<file path="src/rtl/idle_pkg.sv">
package idle_pkg;

    typedef enum logic [1:0] {
        LV_RUN   = 2'd0,
        LV_HALT  = 2'd1,
        LV_CSTOP = 2'd2,
        LV_POFF  = 2'd3
    } idle_lvl_e;

    typedef enum logic [3:0] {
        S_ACT, S_HALT,
        S_FLUSH, S_GATE, S_CSTOP, S_UNGATE,
        S_SAVE, S_CUT, S_POFF, S_PWRUP, S_RESTORE
    } seq_st_e;

    typedef struct packed {
        logic to_halt;
        logic off_to_stop;
    } dem_en_t;

    function automatic idle_lvl_e lvl_min(idle_lvl_e a, idle_lvl_e b);
        return (a < b) ? a : b;
    endfunction

    function automatic idle_lvl_e demote_lvl(idle_lvl_e req, logic short_hist, dem_en_t en);
        if (short_hist && en.to_halt && (req == LV_CSTOP || req == LV_POFF))
            return LV_HALT;
        if (short_hist && en.off_to_stop && req == LV_POFF)
            return LV_CSTOP;
        return req;
    endfunction

    function automatic idle_lvl_e resident_lvl(seq_st_e s);
        case (s)
            S_HALT:  return LV_HALT;
            S_CSTOP: return LV_CSTOP;
            S_POFF:  return LV_POFF;
            default: return LV_RUN;
        endcase
    endfunction

    function automatic logic clocks_run(seq_st_e s);
        return (s == S_ACT) || (s == S_HALT) || (s == S_FLUSH) || (s == S_SAVE);
    endfunction

    function automatic logic in_entry(seq_st_e s);
        return (s == S_FLUSH) || (s == S_GATE) || (s == S_SAVE) || (s == S_CUT);
    endfunction

endpackage

</file>
<file path="src/rtl/idle_thread_merge.sv">
module idle_thread_merge
    import idle_pkg::*;
#(
    parameter int NUM_THREADS = 2
) (
    input  logic [2*NUM_THREADS-1:0] thr_req_i,
    output idle_lvl_e                target_o
);
    idle_lvl_e chain [NUM_THREADS+1];

    assign chain[0] = LV_POFF;

    for (genvar gi = 0; gi < NUM_THREADS; gi++) begin : g_thr
        assign chain[gi+1] = lvl_min(chain[gi], idle_lvl_e'(thr_req_i[2*gi +: 2]));
    end

    assign target_o = chain[NUM_THREADS];
endmodule

</file>
<file path="src/rtl/idle_demote.sv">
module idle_demote
    import idle_pkg::*;
#(
    parameter int RES_W = 8
) (
    input  logic             clk_i,
    input  logic             rst_i,
    input  logic             cfg_we_i,
    input  logic [RES_W+1:0] cfg_wdata_i,
    input  logic             resident_i,
    input  idle_lvl_e        req_lvl_i,
    output idle_lvl_e        lvl_o
);
    localparam logic [RES_W-1:0] RES_MAX = '1;

    dem_en_t          en_q;
    logic [RES_W-1:0] thr_q;
    logic [RES_W-1:0] cnt_q;
    logic [RES_W-1:0] last_q;
    logic             resident_q;
    logic             short_hist;

    always_ff @(posedge clk_i) begin
        if (rst_i) begin
            en_q       <= '0;
            thr_q      <= '0;
            cnt_q      <= '0;
            last_q     <= RES_MAX;
            resident_q <= 1'b0;
        end else begin
            if (cfg_we_i) begin
                en_q.off_to_stop <= cfg_wdata_i[0];
                en_q.to_halt     <= cfg_wdata_i[1];
                thr_q            <= cfg_wdata_i[RES_W+1:2];
            end
            resident_q <= resident_i;
            if (resident_i)
                cnt_q <= (cnt_q == RES_MAX) ? cnt_q : cnt_q + 1'b1;
            else
                cnt_q <= '0;
            if (resident_q && !resident_i)
                last_q <= cnt_q;
        end
    end

    assign short_hist = (last_q < thr_q);
    assign lvl_o      = demote_lvl(req_lvl_i, short_hist, en_q);

    // the counter stays pinned once saturated
    p_sat_hold_r10: assert property (@(posedge clk_i) disable iff (rst_i)
        (cnt_q == RES_MAX && resident_i) |=> (cnt_q == RES_MAX));

    // history changes only when a visit ends
    p_last_stable_r10: assert property (@(posedge clk_i) disable iff (rst_i)
        !(resident_q && !resident_i) |=> $stable(last_q));

    // with both enables clear, requests pass untouched
    p_no_demote_r13: assert property (@(posedge clk_i) disable iff (rst_i)
        (!en_q.off_to_stop && !en_q.to_halt) |-> (lvl_o == req_lvl_i));
endmodule

</file>
<file path="src/rtl/idle_seq_fsm.sv">
module idle_seq_fsm
    import idle_pkg::*;
(
    input  logic      clk_i,
    input  logic      rst_i,
    input  idle_lvl_e target_i,
    input  logic      wake_i,
    input  logic      snoop_i,
    input  logic      flush_done_i,
    input  logic      clk_stopped_i,
    input  logic      save_done_i,
    input  logic      pwr_is_off_i,
    input  logic      restore_done_i,
    output logic      flush_req_o,
    output logic      clk_stop_o,
    output logic      save_req_o,
    output logic      pwr_cut_o,
    output logic      restore_req_o,
    output logic      snoop_ack_o,
    output idle_lvl_e cstate_o,
    output logic      busy_o,
    output logic      resident_o
);
    seq_st_e state_q, state_d;
    logic    abort_q;
    logic    abort_now;
    logic    snoop_ack_q;

    assign abort_now = abort_q || wake_i;

    always_comb begin
        state_d = state_q;
        unique case (state_q)
            S_ACT: begin
                if (!wake_i) begin
                    case (target_i)
                        LV_HALT:  state_d = S_HALT;
                        LV_CSTOP: state_d = S_FLUSH;
                        LV_POFF:  state_d = S_SAVE;
                        default:  state_d = S_ACT;
                    endcase
                end
            end
            S_HALT:    if (wake_i)          state_d = S_ACT;
            S_FLUSH:   if (flush_done_i)    state_d = abort_now ? S_ACT : S_GATE;
            S_GATE:    if (clk_stopped_i)   state_d = abort_now ? S_UNGATE : S_CSTOP;
            S_CSTOP:   if (wake_i)          state_d = S_UNGATE;
            S_UNGATE:  if (!clk_stopped_i)  state_d = S_ACT;
            S_SAVE:    if (save_done_i)     state_d = abort_now ? S_ACT : S_CUT;
            S_CUT:     if (pwr_is_off_i)    state_d = abort_now ? S_PWRUP : S_POFF;
            S_POFF:    if (wake_i)          state_d = S_PWRUP;
            S_PWRUP:   if (!pwr_is_off_i)   state_d = S_RESTORE;
            S_RESTORE: if (restore_done_i)  state_d = S_ACT;
            default:                        state_d = S_ACT;
        endcase
    end

    always_ff @(posedge clk_i) begin
        if (rst_i) begin
            state_q     <= S_ACT;
            abort_q     <= 1'b0;
            snoop_ack_q <= 1'b0;
        end else begin
            state_q     <= state_d;
            abort_q     <= in_entry(state_d) && abort_now && in_entry(state_q);
            snoop_ack_q <= snoop_i && clocks_run(state_q);
        end
    end

    assign flush_req_o   = (state_q == S_FLUSH);
    assign clk_stop_o    = (state_q == S_GATE) || (state_q == S_CSTOP);
    assign save_req_o    = (state_q == S_SAVE);
    assign pwr_cut_o     = (state_q == S_CUT) || (state_q == S_POFF);
    assign restore_req_o = (state_q == S_RESTORE);
    assign snoop_ack_o   = snoop_ack_q;
    assign cstate_o      = resident_lvl(state_q);
    assign resident_o    = (cstate_o != LV_RUN);
    assign busy_o        = !(state_q == S_ACT || resident_o);

    // clocks stop only right after a completed flush
    p_gate_after_flush_r5: assert property (@(posedge clk_i) disable iff (rst_i)
        $rose(clk_stop_o) |-> $past(flush_done_i));

    // power is cut only right after a completed save
    p_cut_after_save_r7: assert property (@(posedge clk_i) disable iff (rst_i)
        $rose(pwr_cut_o) |-> $past(flush_done_i) == 1'b0 && $past(save_done_i));

    // state reload starts only once power reads back on
    p_restore_after_power_r8: assert property (@(posedge clk_i) disable iff (rst_i)
        $rose(restore_req_o) |-> !$past(pwr_is_off_i));

    // a snoop in halt keeps the core halted
    p_halt_snoop_stay_r4: assert property (@(posedge clk_i) disable iff (rst_i)
        (state_q == S_HALT && snoop_i && !wake_i) |=> (state_q == S_HALT));

    // a clock-stopped core ignores snoops
    p_cstop_no_snoop_wake_r4: assert property (@(posedge clk_i) disable iff (rst_i)
        (state_q == S_CSTOP && !wake_i) |=> (state_q == S_CSTOP) && !snoop_ack_o);

    // an outstanding flush is never abandoned
    p_flush_completes_r9: assert property (@(posedge clk_i) disable iff (rst_i)
        (state_q == S_FLUSH && !flush_done_i) |=> (state_q == S_FLUSH));

    // an aborted flush never leads to stopped clocks
    p_abort_no_gate_r9: assert property (@(posedge clk_i) disable iff (rst_i)
        (flush_req_o && flush_done_i && wake_i) |=> !clk_stop_o);

    // at most one engine handshake is open at a time
    p_one_engine_r2: assert property (@(posedge clk_i) disable iff (rst_i)
        $onehot0({flush_req_o, save_req_o, restore_req_o}));
endmodule

</file>
<file path="src/rtl/idle_seq_ctrl.sv">
module idle_seq_ctrl
    import idle_pkg::*;
#(
    parameter int NUM_THREADS = 2,
    parameter int RES_W       = 8
) (
    input  logic                     clk_i,
    input  logic                     rst_i,
    input  logic [2*NUM_THREADS-1:0] thr_req_i,
    input  logic                     wake_i,
    input  logic                     snoop_i,
    input  logic                     cfg_we_i,
    input  logic [RES_W+1:0]         cfg_wdata_i,
    output logic                     flush_req_o,
    input  logic                     flush_done_i,
    output logic                     clk_stop_o,
    input  logic                     clk_stopped_i,
    output logic                     save_req_o,
    input  logic                     save_done_i,
    output logic                     pwr_cut_o,
    input  logic                     pwr_is_off_i,
    output logic                     restore_req_o,
    input  logic                     restore_done_i,
    output logic                     snoop_ack_o,
    output logic [1:0]               cstate_o,
    output logic                     busy_o
);
    idle_lvl_e merged_lvl;
    idle_lvl_e eff_lvl;
    idle_lvl_e cur_lvl;
    logic      resident;

    idle_thread_merge #(.NUM_THREADS(NUM_THREADS)) u_merge (
        .thr_req_i (thr_req_i),
        .target_o  (merged_lvl)
    );

    idle_demote #(.RES_W(RES_W)) u_demote (
        .clk_i       (clk_i),
        .rst_i       (rst_i),
        .cfg_we_i    (cfg_we_i),
        .cfg_wdata_i (cfg_wdata_i),
        .resident_i  (resident),
        .req_lvl_i   (merged_lvl),
        .lvl_o       (eff_lvl)
    );

    idle_seq_fsm u_fsm (
        .clk_i          (clk_i),
        .rst_i          (rst_i),
        .target_i       (eff_lvl),
        .wake_i         (wake_i),
        .snoop_i        (snoop_i),
        .flush_done_i   (flush_done_i),
        .clk_stopped_i  (clk_stopped_i),
        .save_done_i    (save_done_i),
        .pwr_is_off_i   (pwr_is_off_i),
        .restore_done_i (restore_done_i),
        .flush_req_o    (flush_req_o),
        .clk_stop_o     (clk_stop_o),
        .save_req_o     (save_req_o),
        .pwr_cut_o      (pwr_cut_o),
        .restore_req_o  (restore_req_o),
        .snoop_ack_o    (snoop_ack_o),
        .cstate_o       (cur_lvl),
        .busy_o         (busy_o),
        .resident_o     (resident)
    );

    assign cstate_o = cur_lvl;
endmodule

</file>
<file path="config.mk">
export PLATFORM = sky130hd
export DESIGN_NAME = idle_seq_ctrl
export DESIGN_NICKNAME = d
export VERILOG_FILES = /design/src/rtl/idle_pkg.sv /design/src/rtl/idle_thread_merge.sv /design/src/rtl/idle_demote.sv /design/src/rtl/idle_seq_fsm.sv /design/src/rtl/idle_seq_ctrl.sv
export SDC_FILE = /design/constraint.sdc
export NUM_CORES = 1
export LEC_CHECK = 0
export ABC_CLOCK_PERIOD_IN_PS = 2400
export BUFFER_PORTS_ARGS = -buffer_cell sky130_fd_sc_hd__buf_2
export CAP_MARGIN = 10
export CORE_MARGIN = 3
export CORE_UTILIZATION = 55
export DETAILED_ROUTE_END_ITERATION = 8
export PLACE_DENSITY = 0.79
export SYNTH_ARGS = -nofsm -noshare
export SYNTH_HDL_FRONTEND = slang
export SYNTH_SLANG_ARGS = --single-unit
</file>
<file path="constraint.sdc">
create_clock -name clk_i -period 2.4 [get_ports clk_i]
set_input_delay 0.24 -clock clk_i [delete_from_list [all_inputs] [get_ports clk_i]]
set_output_delay 0.24 -clock clk_i [all_outputs]
set_load 0.01 [all_outputs]
</file>
==> results.json, run 1 <==
{
  "hold_viol_final": 0,
  "grt_max_degree": 29,
  "synthFlopType": "dfxtp_1",
  "gr-total-overflow": 0,
  "status": "finished, final reports clean",
  "synth_nets": 264,
  "r2r_slack_ns": 0.41,
  "portBuffers": 32,
  "grt_pass1_wl_um": 6410,
  "clock_path_buffers": 2,
  "cp_max_fo": 17,
  "post-route-period-util_pct": 82.9,
  "yosysTopAreaCellShare_pct": 35.1,
  "vias": 1666,
  "finClkSkew_ns": 0.00856,
  "worstSetupPathType": "flip-flop to flip-flop",
  "clock_latency_ns": 0.34,
  "synthesis.area_sq_um": 1880,
  "slew_headroom_pct": 62.1,
  "max_freq_ghz": 0.503,
  "postRouteAntennaNets": 0,
  "globalplace.congestion": 0.936,
  "worst_ir_drop_vdd_v": 0.000419,
  "rsz0062_at_grt": "false",
  "p_comb_share_pct": 16.6,
  "placed_area_sq_um": 2020,
  "holdBufCountCts": 0,
  "synth_seq_cells": 33,
  "drc": 0,
  "ioPinCount": 33,
  "power.internal_mw": 0.831,
  "clk_pin_slew_ns": 0.11,
  "cp.required_ns": 2.63,
  "async_flop_share_pct": 0,
  "crit_chain": "xnor2_1, a211o_1, and2_1, nor2b_1, a211o_1",
  "mostFrequentLayoutCells": "43 x nor2_1, 33 x dfxtp_1, 32 x buf_2",
  "crit_path_start_kind": "flip-flop",
  "cts_resized": 0,
  "crit_family": "flip-flops",
  "dp_hpwl_um": 2800,
  "period_minus_slack_ns": 1.99,
  "post-place-ws_ns": 0.448,
  "nets": 290,
  "cellPowerDensity_nw_per_um2": 551,
  "die_y_um": 64.5,
  "die_area_sq_um": 4160,
  "finalSetupViolations": 0,
  "antenna_cells": 0,
  "track_usage_pct": 19.9,
  "critPathMaxStageDelay_ns": 0.67,
  "p_leak_nw": 0.931,
  "sw_frac_of_total_pct": 27.8,
  "antenna_found_initial": 0,
  "power.share.clock_pct": 31.1,
  "reg2reg_depth": 5,
  "clkSinkCount": 33,
  "drt-total-wl_um": 3820,
  "syn_avg_cell_area_sq_um": 8.18,
  "synth_area_leaders": "dfxtp_1 35%, nor2_1 8.6%, ha_1 6.6%",
  "syn_inst": 230,
  "clockRootBuffer": "clkbuf_4",
  "maxSlewViolCount": 0,
  "seqPwrFrac_pct": 52.3,
  "via_per_inst": 5.53,
  "yosysSeqAreaShare_pct": 35.1,
  "ys_warn_count": 0,
  "hp-start": "cfg_wdata_i[3]",
  "synth_edf_count": 0,
  "syn_to_final_growth_pct": 11.0,
  "fin_ws_ns": 0.410,
  "drt_iter0_markers": 186,
  "core_sq_um": 3150,
  "cts_tree": "yes",
  "first_global_vias": 1515,
  "numCtsBuffers": 5,
  "tightest_slew_ns": 0.561,
  "hold_class": "primary input to flip-flop",
  "drt_first_pass_iters": 4,
  "stdcell_area_sq_um": 2090,
  "reg2reg_to": "u_demote.last_q[0]$_SDFFE_PP1P_",
  "setup_tns_ns": 0,
  "synth_cell_types": 47,
  "wl_per_cell_um": 12.7,
  "cp_num_buf_inv": 0,
  "hold_end": "u_demote.thr_q[1]$_SDFFE_PP0P_",
  "slowest_stage": "dfxtp_1",
  "cp-end-kind": "flip-flop",
  "drive_gt1_share_pct": 18.3,
  "cts_htree_levels": 2,
  "final_common_cell": "nor2_1",
  "crit_arrival_ns": 2.22,
  "hold_depth": 3,
  "r2r-start": "u_fsm.state_q[2]$_SDFF_PP0_",
  "power.switching_mw": 0.319,
  "start_util_pct": 59.7,
  "yosysTopAreaCell": "dfxtp_1",
  "cap_violations": 0,
  "cp_common_cell": "a211o_1",
  "fill_cells": 293,
  "rows": 20,
  "fp.dieW_um": 64.5,
  "cts_setup_buffers": 0
}
## tightest hold or removal path, stage by stage
cell and delay [ns]:
buf_2 0.07, mux2i_1 0.05, nor2_1 0.07
## area by class of cell
class	count	area, sq um	area share [%]
Clock buffer	7	65.1	3.12
Tap cell	44	55.1	2.64
Sequential cell	33	661	31.6
Timing Repair Buffer	34	175	8.39
Clock inverter	1	5.00	0.240
Multi-Input combinational cell	167	1070	51.3
Inverter	15	56.3	2.70
## cell usage after synthesis (all sizes together), types with 3 or more instances
cell type and n:
a211o 4, o21ai 7, nor2 43, nand3 3, mux2i 12, nand4 3
nor2b 5, nand2b 4, a21oi 13, buf 9, and3 8, inv 15
nor3 14, ha 10, nand2 7, dfxtp 33, a31oi 3, clkbuf 6
## worst max path at each step
stage | start | end | slack (ns) | cells after the start
floorplan | u_demote.cnt_q[0]$_SDFFE_PP0P_ | u_demote.cnt_q[3]$_SDFFE_PP0P_ | 0.85 | 7
global placement | u_fsm.state_q[2]$_SDFF_PP0_ | u_demote.last_q[0]$_SDFFE_PP1P_ | 0.49 | 5
detailed placement | u_fsm.state_q[2]$_SDFF_PP0_ | u_demote.last_q[0]$_SDFFE_PP1P_ | 0.45 | 5
CTS | u_fsm.state_q[2]$_SDFF_PP0_ | u_demote.last_q[0]$_SDFFE_PP1P_ | 0.42 | 5
global route | u_fsm.state_q[1]$_SDFF_PP0_ | clk_stop_o | 0.23 | 5
finish | u_fsm.state_q[2]$_SDFF_PP0_ | u_demote.last_q[0]$_SDFFE_PP1P_ | 0.41 | 5
## cell families (layout without fill, tap and decap cells)
group | Yosys count | after routing | share of synthesized area [%]
AOI/OAI and AO/OA | 44 | 44 | 15.7
xor gates and xnor gates | 4 | 4 | 1.86
adders and majority gates | 10 | 10 | 6.65
buffers and inverters | 30 | 57 | 7.98
DFF | 33 | 33 | 35.1
muxes | 13 | 13 | 6.98
and+or+nand+nor | 96 | 96 | 25.7
## metal layers
metal	wire, um	share of wire [%]	GRT usage (%)
met4	110	2.9	12.7
met1	1710	45	22.6
met2	1820	48	33.6
met3	175	4.6	4.33
met5	0	0	0
## power by group through the flow
stage	Combinational (mW)	Clock (mW)	Sequential, mW
after CTS	0.192	0.370	0.601
after detailed placement	0.190	0	0.614
after global placement	0.185	0	0.613
after global routing	0.221	0.389	0.606
after floorplan	0.152	0	0.603
final	0.192	0.358	0.601
## stage by stage
step	hold WS [ns]	total power, mW	cells	utilization, %
finish	0.130	1.15	301	66.2
detailed placement	0.485	0.804	293	64.0
global placement	0.473	0.798	293	64.0
global route	0.131	1.22	301	66.2
CTS	0.123	1.16	301	66.2
floorplan	0.387	0.754	230	-
## sequential cells by signal, summed over array words and instances, names as in the netlist
name                 cells
u_demote.last_q          8
u_demote.en_q            2
u_demote.resident_q      1
u_fsm.state_q            4
u_demote.thr_q           8
u_fsm.snoop_ack_o        1
u_fsm.abort_q            1
u_demote.cnt_q           8
Note: power is estimated with default switching activity, not from simulation.
==> run 2, diff against run 1 <==
ABC_CLOCK_PERIOD_IN_PS = 1880   (was 2400)
clock period = 1.88 ns   (was 2.4 ns; I/O delays follow)
==> results.json, run 2 (same netlist as run 1, synthesis figures left out) <==
{
  "core_sq_um": 3150,
  "syn_to_final_growth_pct": 14.9,
  "worstSetupPathType": "flip-flop to output pin",
  "portBuffers": 32,
  "holdBufCountCts": 0,
  "gr-total-overflow": 0,
  "nets": 297,
  "placed_area_sq_um": 2070,
  "post-route-period-util_pct": 90.8,
  "utilization_pct": 68.6,
  "slew_headroom_pct": 66.1,
  "dp_hpwl_um": 2900,
  "vias": 1713,
  "r2r_slack_ns": 0.18,
  "largestRegisters": "u_demote.cnt_q: 8 flops, u_demote.last_q: 8 flops, u_demote.thr_q: 8 flops",
  "hold_class": "primary input to flip-flop",
  "crit_arrival_ns": 1.52,
  "antenna_found_initial": 0,
  "clock_path_buffers": 2,
  "hold_depth": 3,
  "first_global_vias": 1560,
  "grt_pass1_wl_um": 6650,
  "final_common_cell": "nor2_1",
  "period_minus_slack_ns": 1.71,
  "die_y_um": 64.5,
  "drt-total-wl_um": 4010,
  "die_area_sq_um": 4160,
  "ioPinCount": 33,
  "drt_first_pass_iters": 4,
  "tightest_slew_ns": 0.508,
  "track_usage_pct": 20.9,
  "cp_max_fo": 11,
  "reg2reg_to": "u_demote.cnt_q[3]$_SDFFE_PP0P_",
  "cap_violations": 0,
  "p_leak_nw": 0.972,
  "fin_ws_ns": 0.173,
  "numCtsBuffers": 5,
  "wl_per_cell_um": 13.0,
  "antenna_cells": 0,
  "reg2reg_depth": 6,
  "hold_end": "u_demote.en_q[0]$_SDFFE_PP0P_",
  "cts_tree": "yes",
  "cp_common_cell": "nor2_1",
  "maxSlewViolCount": 0,
  "drc": 0,
  "max_freq_ghz": 0.586,
  "post-place-ws_ns": 0.241,
  "hold_viol_final": 0,
  "clkSinkCount": 33,
  "clk_pin_slew_ns": 0.10,
  "cp_num_buf_inv": 3,
  "worst_ir_drop_vdd_v": 0.000459,
  "cellPowerDensity_nw_per_um2": 738,
  "cp-end-kind": "output pin",
  "rows": 20,
  "drive_gt1_share_pct": 21.2,
  "crit_chain": "inv_1, nor2_1, buf_4, a21oi_1, nor2_1, buf_2",
  "via_per_inst": 5.56,
  "rsz0062_at_grt": "false",
  "placed_cells": 300,
  "crit_path_start_kind": "flip-flop",
  "grt_max_degree": 29,
  "hp-start": "cfg_wdata_i[0]",
  "status": "finished, final reports clean",
  "globalplace.congestion": 0.936,
  "setup_tns_ns": 0,
  "clockRootBuffer": "clkbuf_4",
  "r2r-start": "u_demote.cnt_q[0]$_SDFFE_PP0P_",
  "critPathMaxStageDelay_ns": 0.45,
  "drt_iter0_markers": 255,
  "slowest_stage": "dfxtp_2",
  "finalSetupViolations": 0,
  "start_util_pct": 59.7,
  "fill_cells": 284,
  "postRouteAntennaNets": 0,
  "final_cells": 308,
  "fp.dieW_um": 64.5,
  "crit_family": "flip-flops",
  "finClkSkew_ns": 0.00935,
  "cp.required_ns": 1.69,
  "clock_latency_ns": 0.34,
  "stdcell_area_sq_um": 2160,
  "cts_htree_levels": 2,
  "mostFrequentLayoutCells": "43 x nor2_1, 32 x buf_2, 31 x dfxtp_1"
}
-- run 2: timing repair --
| item | in CTS | in global routing |
|---|---|---|
| resized for setup | 0 | 2 |
| buffers inserted | 0 | 0 |
| setup endpoints to repair | 0 | 3 |
-- run 2: per-layer routing --
layer | GRT usage [%] | share of wire (%)
met5 | 0 | 0
met4 | 9.50 | 1.3
met3 | 6.59 | 6.0
met2 | 36.9 | 50
met1 | 22.6 | 43
-- run 2: area by class of cell --
cell class / count / area [sq um] / area share [%]
inverters: 15 / 56.3 / 2.60
clock buffers: 6 / 51.3 / 2.37
multi-input cells: 167 / 1070 / 49.5
flip-flops and latches: 33 / 663 / 30.7
well taps: 44 / 55.1 / 2.55
clock inverters: 2 / 37.5 / 1.74
repair buffers: 41 / 228 / 10.5
-- run 2: report_power, final --
part	total (mW)	internal, mW	switching [mW]
clock network	0.568	0.316	0.253
logic	0.257	0.119	0.138
registers	0.770	0.738	0.0327
-- run 2: how the worst max path moves through the flow --
stage,start,to,slack (ns),depth (start not counted)
CTS,u_fsm.state_q[1]$_SDFF_PP0_,clk_stop_o,0.009,6
detailed placement,u_demote.cnt_q[0]$_SDFFE_PP0P_,u_demote.cnt_q[3]$_SDFFE_PP0P_,0.24,6
finish,u_fsm.state_q[1]$_SDFF_PP0_,clk_stop_o,0.17,6
global placement,u_demote.cnt_q[0]$_SDFFE_PP0P_,u_demote.cnt_q[3]$_SDFFE_PP0P_,0.26,6
floorplan,u_demote.cnt_q[0]$_SDFFE_PP0P_,u_demote.cnt_q[3]$_SDFFE_PP0P_,0.33,7
global route,u_fsm.state_q[1]$_SDFF_PP0_,clk_stop_o,0.02,6
-- run 2: through the flow --
stage / power [mW] / hold slack, ns
after global placement: 1.03 / 0.424
after CTS: 1.62 / 0.0502
after floorplan: 0.963 / 0.335
final: 1.60 / 0.0724
after detailed placement: 1.04 / 0.432
after global routing: 1.69 / 0.0571
-- run 2: worst min-delay path, stage by stage --
cell and delay [ns]:
buf_2 0.07, mux2i_1 0.05, nor2_1 0.07
